### src/rtl/privdec_pkg.sv
package privdec_pkg;

    typedef enum logic [2:0] {
        RG_SCU,
        RG_IRQ_ALIAS,
        RG_IRQ_IDX,
        RG_TMR_ALIAS,
        RG_TMR_IDX,
        RG_VOID
    } region_e;

    typedef enum logic [2:0] {
        SR_CTRL,
        SR_CFG,
        SR_STAT,
        SR_INVAL,
        SR_UNDEF
    } scu_reg_e;

    typedef enum logic [1:0] {
        RS_IDLE,
        RS_DATA,
        RS_FAULT
    } rsp_state_e;

    localparam int OFF_W   = 12;
    localparam int WIN_SZ  = 256;
    localparam int SUB_W   = 8;

endpackage

### src/rtl/privdec_addr_class.sv
module privdec_addr_class
    import privdec_pkg::*;
#(
    parameter int NCPU_MAX = 4,
    parameter int NUM_CPU  = 4,
    localparam int CPU_W   = (NCPU_MAX > 1) ? $clog2(NCPU_MAX) : 1
) (
    input  logic [OFF_W-1:0] off,
    input  logic [CPU_W-1:0] req_cpu,
    output region_e          region,
    output logic [CPU_W-1:0] tgt_cpu,
    output logic             present,
    output scu_reg_e         scu_reg
);

    localparam int SCU_END       = WIN_SZ;
    localparam int IRQ_ALIAS_END = SCU_END + WIN_SZ;
    localparam int IRQ_IDX_BASE  = IRQ_ALIAS_END;
    localparam int IRQ_IDX_END   = IRQ_IDX_BASE + NCPU_MAX * WIN_SZ;
    localparam int TMR_ALIAS_END = IRQ_IDX_END + WIN_SZ;
    localparam int TMR_IDX_BASE  = TMR_ALIAS_END;
    localparam int TMR_IDX_END   = TMR_IDX_BASE + NCPU_MAX * WIN_SZ;

    logic [31:0] off_w;
    logic [31:0] cpu_w;

    assign off_w = {{(32-OFF_W){1'b0}}, off};

    always_comb begin
        region  = RG_VOID;
        tgt_cpu = req_cpu;
        if (off_w < 32'(SCU_END)) begin
            region = RG_SCU;
        end else if (off_w < 32'(IRQ_ALIAS_END)) begin
            region = RG_IRQ_ALIAS;
        end else if (off_w < 32'(IRQ_IDX_END)) begin
            region  = RG_IRQ_IDX;
            tgt_cpu = CPU_W'(off[11:8] - 4'(IRQ_IDX_BASE / WIN_SZ));
        end else if (off_w < 32'(TMR_ALIAS_END)) begin
            region = RG_TMR_ALIAS;
        end else if (off_w < 32'(TMR_IDX_END)) begin
            region  = RG_TMR_IDX;
            tgt_cpu = CPU_W'(off[11:8] - 4'(TMR_IDX_BASE / WIN_SZ));
        end
    end

    assign cpu_w   = {{(32-CPU_W){1'b0}}, tgt_cpu};
    assign present = (cpu_w < 32'(NUM_CPU));

    always_comb begin
        unique case ({off[7:2], 2'b00})
            8'h00:   scu_reg = SR_CTRL;
            8'h04:   scu_reg = SR_CFG;
            8'h08:   scu_reg = SR_STAT;
            8'h0C:   scu_reg = SR_INVAL;
            default: scu_reg = SR_UNDEF;
        endcase
    end

endmodule

### src/rtl/privdec_scu_regs.sv
module privdec_scu_regs
    import privdec_pkg::*;
#(
    parameter int NUM_CPU = 4,
    parameter int DW      = 32
) (
    input  logic          clk,
    input  logic          rst_n,
    input  logic          we,
    input  scu_reg_e      reg_sel,
    input  logic [DW-1:0] wdata,
    output logic [DW-1:0] rd_val,
    output logic          undef
);

    localparam int          CFG_INT = (((1 << NUM_CPU) - 1) << 4) | (NUM_CPU - 1);
    localparam logic [DW-1:0] CFG_VAL = DW'(CFG_INT);

    logic ctrl_q;
    logic unused_wdata;

    assign unused_wdata = ^wdata[DW-1:1];

    always_ff @(posedge clk) begin
        if (!rst_n) begin
            ctrl_q <= 1'b0;
        end else if (we && (reg_sel == SR_CTRL)) begin
            ctrl_q <= wdata[0];
        end
    end

    always_comb begin
        rd_val = '0;
        undef  = 1'b0;
        unique case (reg_sel)
            SR_CTRL:  rd_val = {{(DW-1){1'b0}}, ctrl_q};
            SR_CFG:   rd_val = CFG_VAL;
            SR_STAT:  rd_val = '0;
            SR_INVAL: rd_val = '0;
            SR_UNDEF: undef  = 1'b1;
            default:  undef  = 1'b1;
        endcase
    end

    // control bit only moves on a write aimed at it
    p_ctrl_hold_r2: assert property (@(posedge clk) disable iff (!rst_n)
        !(we && (reg_sel == SR_CTRL)) |=> $stable(ctrl_q));

endmodule

### src/rtl/privdec_reg_stub.sv
module privdec_reg_stub #(
    parameter int DW    = 32,
    parameter int NWORD = 4,
    localparam int IDX_W = (NWORD > 1) ? $clog2(NWORD) : 1
) (
    input  logic                       clk,
    input  logic                       rst_n,
    input  logic                       we,
    input  logic [IDX_W-1:0]           widx,
    input  logic [DW-1:0]              wdata,
    output logic [NWORD-1:0][DW-1:0]   words
);

    always_ff @(posedge clk) begin
        if (!rst_n) begin
            words <= '0;
        end else if (we) begin
            words[widx] <= wdata;
        end
    end

    // stub contents only change under a routed write
    p_stub_hold_r9: assert property (@(posedge clk) disable iff (!rst_n)
        !we |=> $stable(words));

endmodule

### src/rtl/priv_window_decoder.sv
module priv_window_decoder
    import privdec_pkg::*;
#(
    parameter int NCPU_MAX = 4,
    parameter int NUM_CPU  = 4,
    parameter int DW       = 32,
    parameter int AW       = 32,
    localparam int CPU_W   = (NCPU_MAX > 1) ? $clog2(NCPU_MAX) : 1
) (
    input  logic                  clk,
    input  logic                  rst_n,
    input  logic [AW-1:0]         addr,
    input  logic [DW-1:0]         wdata,
    input  logic                  rd_en,
    input  logic                  wr_en,
    input  logic [CPU_W-1:0]      req_cpu,
    output logic                  sel_scu,
    output logic [NCPU_MAX-1:0]   sel_irq,
    output logic [2*NCPU_MAX-1:0] sel_tmr,
    output logic [SUB_W-1:0]      sub_off,
    output logic [DW-1:0]         rdata,
    output logic                  rvalid,
    output logic                  err,
    output logic [2*NCPU_MAX-1:0] ppi_irq
);

    localparam int NTMR       = 2 * NCPU_MAX;
    localparam int IRQ_WORDS  = 4;
    localparam int TMR_WORDS  = 4;
    localparam int TMR_STATUS = TMR_WORDS - 1;

    logic [OFF_W-1:0] off;
    logic             strobe;
    logic             rd_go;
    logic             wr_go;
    logic             unused_hi;

    assign off       = addr[OFF_W-1:0];
    assign strobe    = rd_en | wr_en;
    assign wr_go     = wr_en;
    assign rd_go     = rd_en & ~wr_en;
    assign unused_hi = ^addr[AW-1:OFF_W];

    // ---------------- address classification ----------------
    region_e          region;
    logic [CPU_W-1:0] tgt_cpu;
    logic             present;
    scu_reg_e         scu_reg;

    privdec_addr_class #(
        .NCPU_MAX (NCPU_MAX),
        .NUM_CPU  (NUM_CPU)
    ) u_class (
        .off     (off),
        .req_cpu (req_cpu),
        .region  (region),
        .tgt_cpu (tgt_cpu),
        .present (present),
        .scu_reg (scu_reg)
    );

    logic           in_irq;
    logic           in_tmr;
    logic           irq_word_ok;
    logic [CPU_W:0] tmr_idx;

    assign in_irq      = (region == RG_IRQ_ALIAS) || (region == RG_IRQ_IDX);
    assign in_tmr      = (region == RG_TMR_ALIAS) || (region == RG_TMR_IDX);
    assign irq_word_ok = (off[7:4] == 4'd0);
    assign tmr_idx     = {tgt_cpu, off[5]};

    // ---------------- select lines ----------------
    always_comb begin
        sel_scu = strobe && (region == RG_SCU);
        sel_irq = '0;
        sel_tmr = '0;
        if (strobe && present && in_irq) begin
            sel_irq[tgt_cpu] = 1'b1;
        end
        if (strobe && present && in_tmr) begin
            sel_tmr[tmr_idx] = 1'b1;
        end
    end

    always_comb begin
        unique case (region)
            RG_SCU, RG_IRQ_ALIAS, RG_IRQ_IDX: sub_off = {off[7:2], 2'b00};
            RG_TMR_ALIAS, RG_TMR_IDX:         sub_off = {4'b0000, off[3:2], 2'b00};
            default:                          sub_off = '0;
        endcase
    end

    // ---------------- snoop-control group ----------------
    logic [DW-1:0] scu_rd;
    logic          scu_undef;

    privdec_scu_regs #(
        .NUM_CPU (NUM_CPU),
        .DW      (DW)
    ) u_scu (
        .clk     (clk),
        .rst_n   (rst_n),
        .we      (wr_go && sel_scu),
        .reg_sel (scu_reg),
        .wdata   (wdata),
        .rd_val  (scu_rd),
        .undef   (scu_undef)
    );

    // ---------------- interrupt-interface stubs ----------------
    logic [NCPU_MAX-1:0][IRQ_WORDS-1:0][DW-1:0] irq_words;

    for (genvar g = 0; g < NCPU_MAX; g++) begin : g_irq
        if (g < NUM_CPU) begin : g_on
            privdec_reg_stub #(
                .DW    (DW),
                .NWORD (IRQ_WORDS)
            ) u_stub (
                .clk   (clk),
                .rst_n (rst_n),
                .we    (wr_go && sel_irq[g] && irq_word_ok),
                .widx  (off[3:2]),
                .wdata (wdata),
                .words (irq_words[g])
            );
        end else begin : g_off
            assign irq_words[g] = '0;
        end
    end

    // ---------------- timer stubs ----------------
    logic [NTMR-1:0][TMR_WORDS-1:0][DW-1:0] tmr_words;

    for (genvar t = 0; t < NTMR; t++) begin : g_tmr
        if ((t / 2) < NUM_CPU) begin : g_on
            privdec_reg_stub #(
                .DW    (DW),
                .NWORD (TMR_WORDS)
            ) u_stub (
                .clk   (clk),
                .rst_n (rst_n),
                .we    (wr_go && sel_tmr[t]),
                .widx  (off[3:2]),
                .wdata (wdata),
                .words (tmr_words[t])
            );
        end else begin : g_off
            assign tmr_words[t] = '0;
        end
        assign ppi_irq[t] = tmr_words[t][TMR_STATUS][0];
    end

    // ---------------- read data mux ----------------
    logic [DW-1:0] rd_val;
    logic          rd_fault;

    always_comb begin
        rd_val   = '0;
        rd_fault = 1'b0;
        unique case (region)
            RG_SCU: begin
                rd_val   = scu_rd;
                rd_fault = scu_undef;
            end
            RG_IRQ_ALIAS, RG_IRQ_IDX: begin
                if (present && irq_word_ok) begin
                    rd_val = irq_words[tgt_cpu][off[3:2]];
                end
            end
            RG_TMR_ALIAS, RG_TMR_IDX: begin
                if (present) begin
                    rd_val = tmr_words[tmr_idx][off[3:2]];
                end
            end
            default: rd_val = '0;
        endcase
    end

    // ---------------- response state machine ----------------
    rsp_state_e state_q;
    rsp_state_e state_d;
    logic [DW-1:0] rdata_q;

    always_comb begin
        state_d = RS_IDLE;
        if (rd_go) begin
            state_d = rd_fault ? RS_FAULT : RS_DATA;
        end
    end

    always_ff @(posedge clk) begin
        if (!rst_n) begin
            state_q <= RS_IDLE;
        end else begin
            state_q <= state_d;
        end
    end

    always_ff @(posedge clk) begin
        if (!rst_n) begin
            rdata_q <= '0;
        end else if (rd_go && !rd_fault) begin
            rdata_q <= rd_val;
        end else begin
            rdata_q <= '0;
        end
    end

    always_comb begin
        unique case (state_q)
            RS_IDLE:  begin rvalid = 1'b0; err = 1'b0; end
            RS_DATA:  begin rvalid = 1'b1; err = 1'b0; end
            RS_FAULT: begin rvalid = 1'b1; err = 1'b1; end
            default:  begin rvalid = 1'b0; err = 1'b0; end
        endcase
    end

    assign rdata = rdata_q;

    // ---------------- assertions ----------------
    // never more than one target selected
    p_sel_onehot_r5: assert property (@(posedge clk) disable iff (!rst_n)
        $onehot0({sel_scu, sel_irq, sel_tmr}));

    // a read answers in the next cycle
    p_read_latency_r11: assert property (@(posedge clk) disable iff (!rst_n)
        (rd_en && !wr_en) |=> rvalid);

    // a write, even with rd_en high, gives no response
    p_write_silent_r11: assert property (@(posedge clk) disable iff (!rst_n)
        wr_en |=> !rvalid);

    // a fault returns zero data
    p_err_zero_r4: assert property (@(posedge clk) disable iff (!rst_n)
        err |-> (rvalid && (rdata == '0)));

    // absent CPU targets are never selected
    p_hidden_nosel_r9: assert property (@(posedge clk) disable iff (!rst_n)
        (strobe && !present && (in_irq || in_tmr)) |-> ((sel_irq == '0) && (sel_tmr == '0)));

endmodule

### config.mk
export PLATFORM = sky130hd
export DESIGN_NAME = priv_window_decoder
export DESIGN_NICKNAME = d
export VERILOG_FILES = /design/src/rtl/privdec_pkg.sv /design/src/rtl/privdec_addr_class.sv /design/src/rtl/privdec_scu_regs.sv /design/src/rtl/privdec_reg_stub.sv /design/src/rtl/priv_window_decoder.sv
export SDC_FILE = /design/constraint.sdc
export NUM_CORES = 2
export LEC_CHECK = 0
export BUFFER_PORTS_ARGS = -buffer_cell sky130_fd_sc_hd__buf_2
export CORE_MARGIN = 2
export CORE_UTILIZATION = 34
export DETAILED_ROUTE_END_ITERATION = 6
export MAX_ROUTING_LAYER = met4
export PLACE_DENSITY = 0.59
export SLEW_MARGIN = 10
export SYNTH_ARGS = -nofsm -noshare
export SYNTH_HDL_FRONTEND = slang
export SYNTH_HIERARCHICAL = 1
export SYNTH_SLANG_ARGS = --single-unit
### constraint.sdc
create_clock -name clk -period 4.79 [get_ports clk]
set_clock_uncertainty 0.2 [all_clocks]
set_input_delay 0.7185 -clock clk [delete_from_list [all_inputs] [get_ports clk]]
set_output_delay 0.7185 -clock clk [all_outputs]
set_load 0.005 [all_outputs]
Yosys cells after proc, flatten, opt, wreduce, memory -nomap -nowiden
Cells that the tools add are included.

storage, ports and cells
  bits in registers = 1,571
  input port bits = 70
  output and inout bits = 63
  logic and storage cells = 170

cells by class
  $add $sub $neg = 2
  magnitude comparators = 12
  eq/ne operators = 12
  multiplexer cells = 49
  bitwise logic cells = 3
  reductions and logical operators = 41

operators by type and width
  kind                  count
  $bwmux 128            12
  $bmux 128 s3          1
  $bmux 128 s2          1
  $mux 128              2
  $mux 32               5
  $bmux 32 s2           2
  $pmux 32 s3           1
  $demux 32 s2          1
  $pmux 8 s2            2
  $logic_and 1x1->1     27
  $lt 12x11->1 const B  2
  $eq 3x2->1 const B    4
  $eq 6x2->1 const B    2
  $lt 12x10->1 const B  1
  $lt 12x12->1 const B  1
  $lt 12x9->1 const B   1
  $mux 2                6
  $mux 3                4
  $pmux 3 s4            1
  $lt 2x3->1 const B    3
  $mux 8                1
  $mux 1                7
  $eq 3x1->1 const B    2
  $eq 6x1->1 const B    1
  other kinds (22)      29

Logic depth before layout (Yosys ltp)
  depth after elaboration = 13
  depth in mapped cells = 17
  mapped depth without buffers = 12

Hierarchy
Netlist, hierarchy kept.

by module, submodules not included
  module               instances  cells each  area each (sq um)  seq. area each (sq um)
  privdec_reg_stub     12         453         4,789.6            2,562.5
  priv_window_decoder  1          1,131       13,501.7           680.7
  privdec_scu_regs     1          40          301.5              20.0
  privdec_addr_class   1          40          292.8              0.0

Least setup slack after synthesis
No wires, ideal clock.

  path type = in2reg
  from = in addr[8]
  to = reg g_tmr[2].g_on.u_stub/words[0] (netlist name)
  setup time = 0.072 ns
  data arrival time = 3.634 ns
  required time = 4.518 ns
  path slack = 0.885 ns
  stages on the path = 16
  buffers on the path = 8
  path through = ha_1 -> buf_4 -> mux2i_1 -> o31ai_1 -> a221o_1 -> buf_6 -> buf_4 -> buf_4 -> buf_2 -> buf_4 -> nand2b_1 -> nor2_1 -> nor3b_2 -> buf_6 -> buf_12 -> mux2i_1

on the way
  word-level cells in the longest chain between the ends = 12
  elaborated cells between the ends (all ways) = 30
  classes of those cells = 2 x add/sub; 8 x order compare; 2 x eq/ne; 13 x mux; 5 x reduce/logical

ends and longest elaborated chain
  item                                                                   RTL line                                            RTL
  start, declared                                                        priv_window_decoder.sv:12                           input logic [AW-1:0] addr,
  $lt 12x12->1 / $sub 2x2->2 (equally long branches)                     privdec_addr_class.sv:41, privdec_addr_class.sv:43
  $mux 2                                                                 privdec_addr_class.sv:41                            end else if (off_w < 32'(TMR_IDX_END)) begin
  $mux 2                                                                 privdec_addr_class.sv:39                            end else if (off_w < 32'(TMR_ALIAS_END)) begin
  $mux 2                                                                 privdec_addr_class.sv:36                            end else if (off_w < 32'(IRQ_IDX_END)) begin
  $mux 2                                                                 privdec_addr_class.sv:34                            end else if (off_w < 32'(IRQ_ALIAS_END)) begin
  $mux 2 *                                                               privdec_addr_class.sv:32                            if (off_w < 32'(SCU_END)) begin
  net tgt_cpu[1]                                                         priv_window_decoder.sv:46                           logic [CPU_W-1:0] tgt_cpu;
  $lt 3x4->1 (not written as such) / $ge 3x1->1 (equally long branches)  priv_window_decoder.sv:81                           sel_tmr[tmr_idx] = 1'b1;
  $logic_and 1x1->1 (not written as such)                                priv_window_decoder.sv:81
  $mux 1 (not written as such)                                           priv_window_decoder.sv:81
  $demux 1 s3                                                            priv_window_decoder.sv:81
  $mux 8 *                                                               priv_window_decoder.sv:80                           if (strobe && present && in_tmr) begin
  $logic_and 1x1->1 *                                                    priv_window_decoder.sv:142                          .we (wr_go && sel_tmr[t]),
  end signal, assigned by index                                          privdec_reg_stub.sv:18                              words[widx] <= wdata;
  end, declared                                                          privdec_reg_stub.sv:11                              output logic [NWORD-1:0][DW-1:0] words

Mark *: on every way through the listed nets, which the timed path passes. The rest lies on a longest branch.
A chain may end at the register's enable or synchronous reset.

Worst setup path after layout
  from = in addr[9]
  to = out sel_tmr[4]

on the way
  word-level cells in the longest chain between the ends = 11
  elaborated cells between the ends (all ways) = 29
  classes of those cells = 2 x add/sub; 8 x order compare; 2 x eq/ne; 13 x mux; 4 x reduce/logical

ends and longest elaborated chain
  item                                                                   RTL line                   RTL
  $lt 12x12->1                                                           privdec_addr_class.sv:41
  $mux 2                                                                 privdec_addr_class.sv:41
  $mux 2                                                                 privdec_addr_class.sv:39
  $mux 2                                                                 privdec_addr_class.sv:36
  $mux 2                                                                 privdec_addr_class.sv:34
  $mux 2 *                                                               privdec_addr_class.sv:32
  net tgt_cpu[0]                                                         priv_window_decoder.sv:46
  $lt 3x4->1 (not written as such) / $ge 3x1->1 (equally long branches)  priv_window_decoder.sv:81
  $logic_and 1x1->1 (not written as such)                                priv_window_decoder.sv:81
  $mux 1 (not written as such)                                           priv_window_decoder.sv:81
  $demux 1 s3                                                            priv_window_decoder.sv:81
  $mux 8 *                                                               priv_window_decoder.sv:80
  end, declared                                                          priv_window_decoder.sv:19  output logic [2*NCPU_MAX-1:0] sel_tmr,

Marked as above.

==> metrics.cfg <==
[route]
drc = 0
dr_wl_met2_um = 103000
dr_wl_met3_um = 16700
routed_wl_um = 228000
top_layer = met4
firstDrtPassIters = 6
ant_nets = 0
m1WireLength_um = 99800
drt-initial-drc-count = 4978
viasPerCell = 5.32
routedWlPerCell_um = 23.8
via_count = 50800

[critical_path]
path_cells = buf_2 > ha_1 > and4_2 > a311oi_1 > o221a_4 > nand2b_1 > buf_4 > nor2_1 > buf_2
cpPeakStageDelay_ns = 0.66
startpoint_type = input port
endpoint_kind = output port
cp.arrival_ns = 3.36
crit_fanout = 21
cp_common_cell = buf_2
cp.required_ns = 3.87
critPathSlowestCell = o221a_4
r2r_slack_ns = 2.52
worst-setup-path-type = in2out

[final_layout]
nFillCells = 20300
drive_gt1_frac = 0.157
finalNetCount = 6652
syn2layout_area_growth_pct = 11.0

[yosys]
synthTopCellsByArea = dfxtp_1, mux2i_1, nand2_1
async_flop_share = 0
synth_top_family_by_area = multiplexers
synth_top_area_share = 0.439
synth.mux.area_fraction = 0.341
synth_xor_xnor_area_share = 0.000122
syn_inst = 6647
dominantRegCellSynth = dfxtp_1
syn_area_per_cell_um2 = 10.8
synthMostInstantiatedCell = nand2_1
synthDistinctLibCells = 57
synth_area_leader_cell = dfxtp_1
synth-compound-area-share = 0.0353
synthTopCellsByCount = nand2_1, mux2i_1, dfxtp_1
ys_seq_elements = 1571
synthSimpleGateAreaFrac = 0.117
yosys_warnings = 6
synth-adder-area-share = 0.000524
synth_area_mm2 = 0.0716
synth_edf_count = 0
yosysSeqAreaShare = 0.439

[power]
internal_power_w = 0.0212
netSwitchingFraction = 0.247
clkPwrFrac = 0.470
p_per_area_mw_per_mm2 = 354
combPwrFrac = 0.065
p_switching_w = 0.00694
vdd_ir_drop_max_mv = 0.395
p_leak_nw = 35.3
pwr-share-seq = 0.465

[clocking]
clk_latency_ns = 0.82
clockBufferDepth = 3
cts.sinks = 1571
post_cts_buffers = 0
h-tree-depth = 4
clk_pin_slew_ns = 0.06
cts_buffers = 168
cts.repair.resized = 0
cts-root-buf = clkbuf_16
hold_buffers = 0
cts_tree = done

[floorplan]
pin_count = 133
dieHeight_um = 463
die-area_mm2 = 0.214
initial_core_util = 0.342
core-area_mm2 = 0.209
die_w_um = 463
core.rowCount = 168

[flow_run]
max-cap-violations = 0

[global_routing]
first_global_vias = 50400
track_usage = 0.212
grt_antenna_before_repair = 25
gr-total-overflow = 0
grt_first_pass_wirelength_um = 333000
grt_max_degree = 214

[run_status]
status = finished, final reports clean

[sta]
tns_ns = 0
fmax_ghz = 0.234
rsz0062_at_grt = false
drv_slew = 0
period_needed_ns = 4.28
max-slew-margin-rel = 0.285
hold_viol = 0
final-setup-viol-count = 0
worst_slack_ns = 0.512
finalCritPeriodShare = 0.893
worst_pin_slew_ns = 1.07

[placement]
hpwl_um = 143000
place_ws_ns = 0.168
place.gp.congestion = 0.825
port-buffer-count = 108

[min_path]
min_path_type = in2reg

power by group through the flow:
stage	combinational, W	sequential (W)	clock (W)
2_1_floorplan	0.00114	0.0134	0
3_3_place_gp	0.00180	0.0134	0
3_5_place_dp	0.00181	0.0134	0
4_1_cts	0.00182	0.0131	0.0134
5_1_grt	0.00191	0.0131	0.0139
6_report	0.00183	0.0131	0.0132
worst paths after layout:
kind	from	to	cells after the start
setup / recovery	addr[9]	sel_tmr[4]	9
hold / removal	rd_en	state_q[1]$_SDFF_PN0_	3
setup reg to reg	g_irq[3].g_on.u_stub/words[38]$_SDFFE_PN0P_	rdata[6]$_SDFF_PN0_	5
hold reg to reg	g_tmr[3].g_on.u_stub/words[27]$_SDFFE_PN0P_	g_tmr[3].g_on.u_stub/words[27]$_SDFFE_PN0P_	2
placed cells by master (no fill, tap or decap), types with 23 or more instances in the layout:
master	n
clkbuf_1	40
buf_2	104
dfxtp_1	1571
o221ai_1	34
nor2_1	32
clkbuf_16	168
mux4_2	319
a21oi_1	69
conb_1	29
clkinv_2	37
mux2_2	93
a221oi_1	37
clkbuf_8	31
buf_4	150
nand3b_1	26
mux2i_1	1616
o22ai_1	25
a22oi_1	99
diode_2	23
buf_12	74
nand2_1	1958
per-stage QoR:
step	hold WS, ns	power [W]	instance area (um2)	utilization	std cells
floorplan	0.231	0.0145	71700	-	6673
global placement	0.239	0.0152	73800	0.353	9214
detailed placement	0.243	0.0152	73800	0.353	9214
CTS	0.0378	0.0283	79400	0.379	9524
global route	0.142	0.0289	79400	0.379	9544
finish	0.0907	0.0281	79500	0.380	9547
worst max-delay path: cells and delay by family:
family / cells / cell delay [ns]
and+or+nand+nor: 3 / 0.80
AOI/OAI and AO/OA: 2 / 0.96
buffers and inverters: 3 / 0.52
adders and majority gates: 1 / 0.32
layout make-up:
| class | instances | area (um2) | area share |
|---|---|---|---|
| Multi-Input combinational cell | 4502 | 35700 | 0.449 |
| Sequential cell | 1571 | 31500 | 0.396 |
| Clock buffer | 239 | 4780 | 0.0602 |
| Tap cell | 2805 | 3510 | 0.0442 |
| Timing Repair Buffer | 330 | 3160 | 0.0397 |
| Clock inverter | 71 | 791 | 0.00995 |
| Antenna cell | 23 | 57.6 | 0.000724 |
| Inverter | 6 | 22.5 | 0.000283 |
sequential cells by signal (all words and copies together), names as in the netlist:
name                     count
g_irq.g_on.u_stub/words    512
g_tmr.g_on.u_stub/words   1024
rdata                       32
state_q                      2
u_scu/ctrl_q                 1
cell families (layout without fill, tap and decap cells):
group / after synthesis / after routing
other: 3 / 52
XOR/XNOR: 1 / 1
adder cells (fa/ha/maj): 3 / 3
AND/OR/NAND/NOR: 2098 / 2098
multiplexers: 2028 / 2028
flip-flops: 1571 / 1571
AO/OA/AOI/OAI: 343 / 343
buffers and inverters: 600 / 646
routing by layer:
metal  track usage  up-vias
li1              -    23100
met1         0.277    25600
met2         0.327     1703
met3        0.0396      370
met4        0.0733        0
met5             -        -
Note: power is estimated with default switching activity, not from simulation.
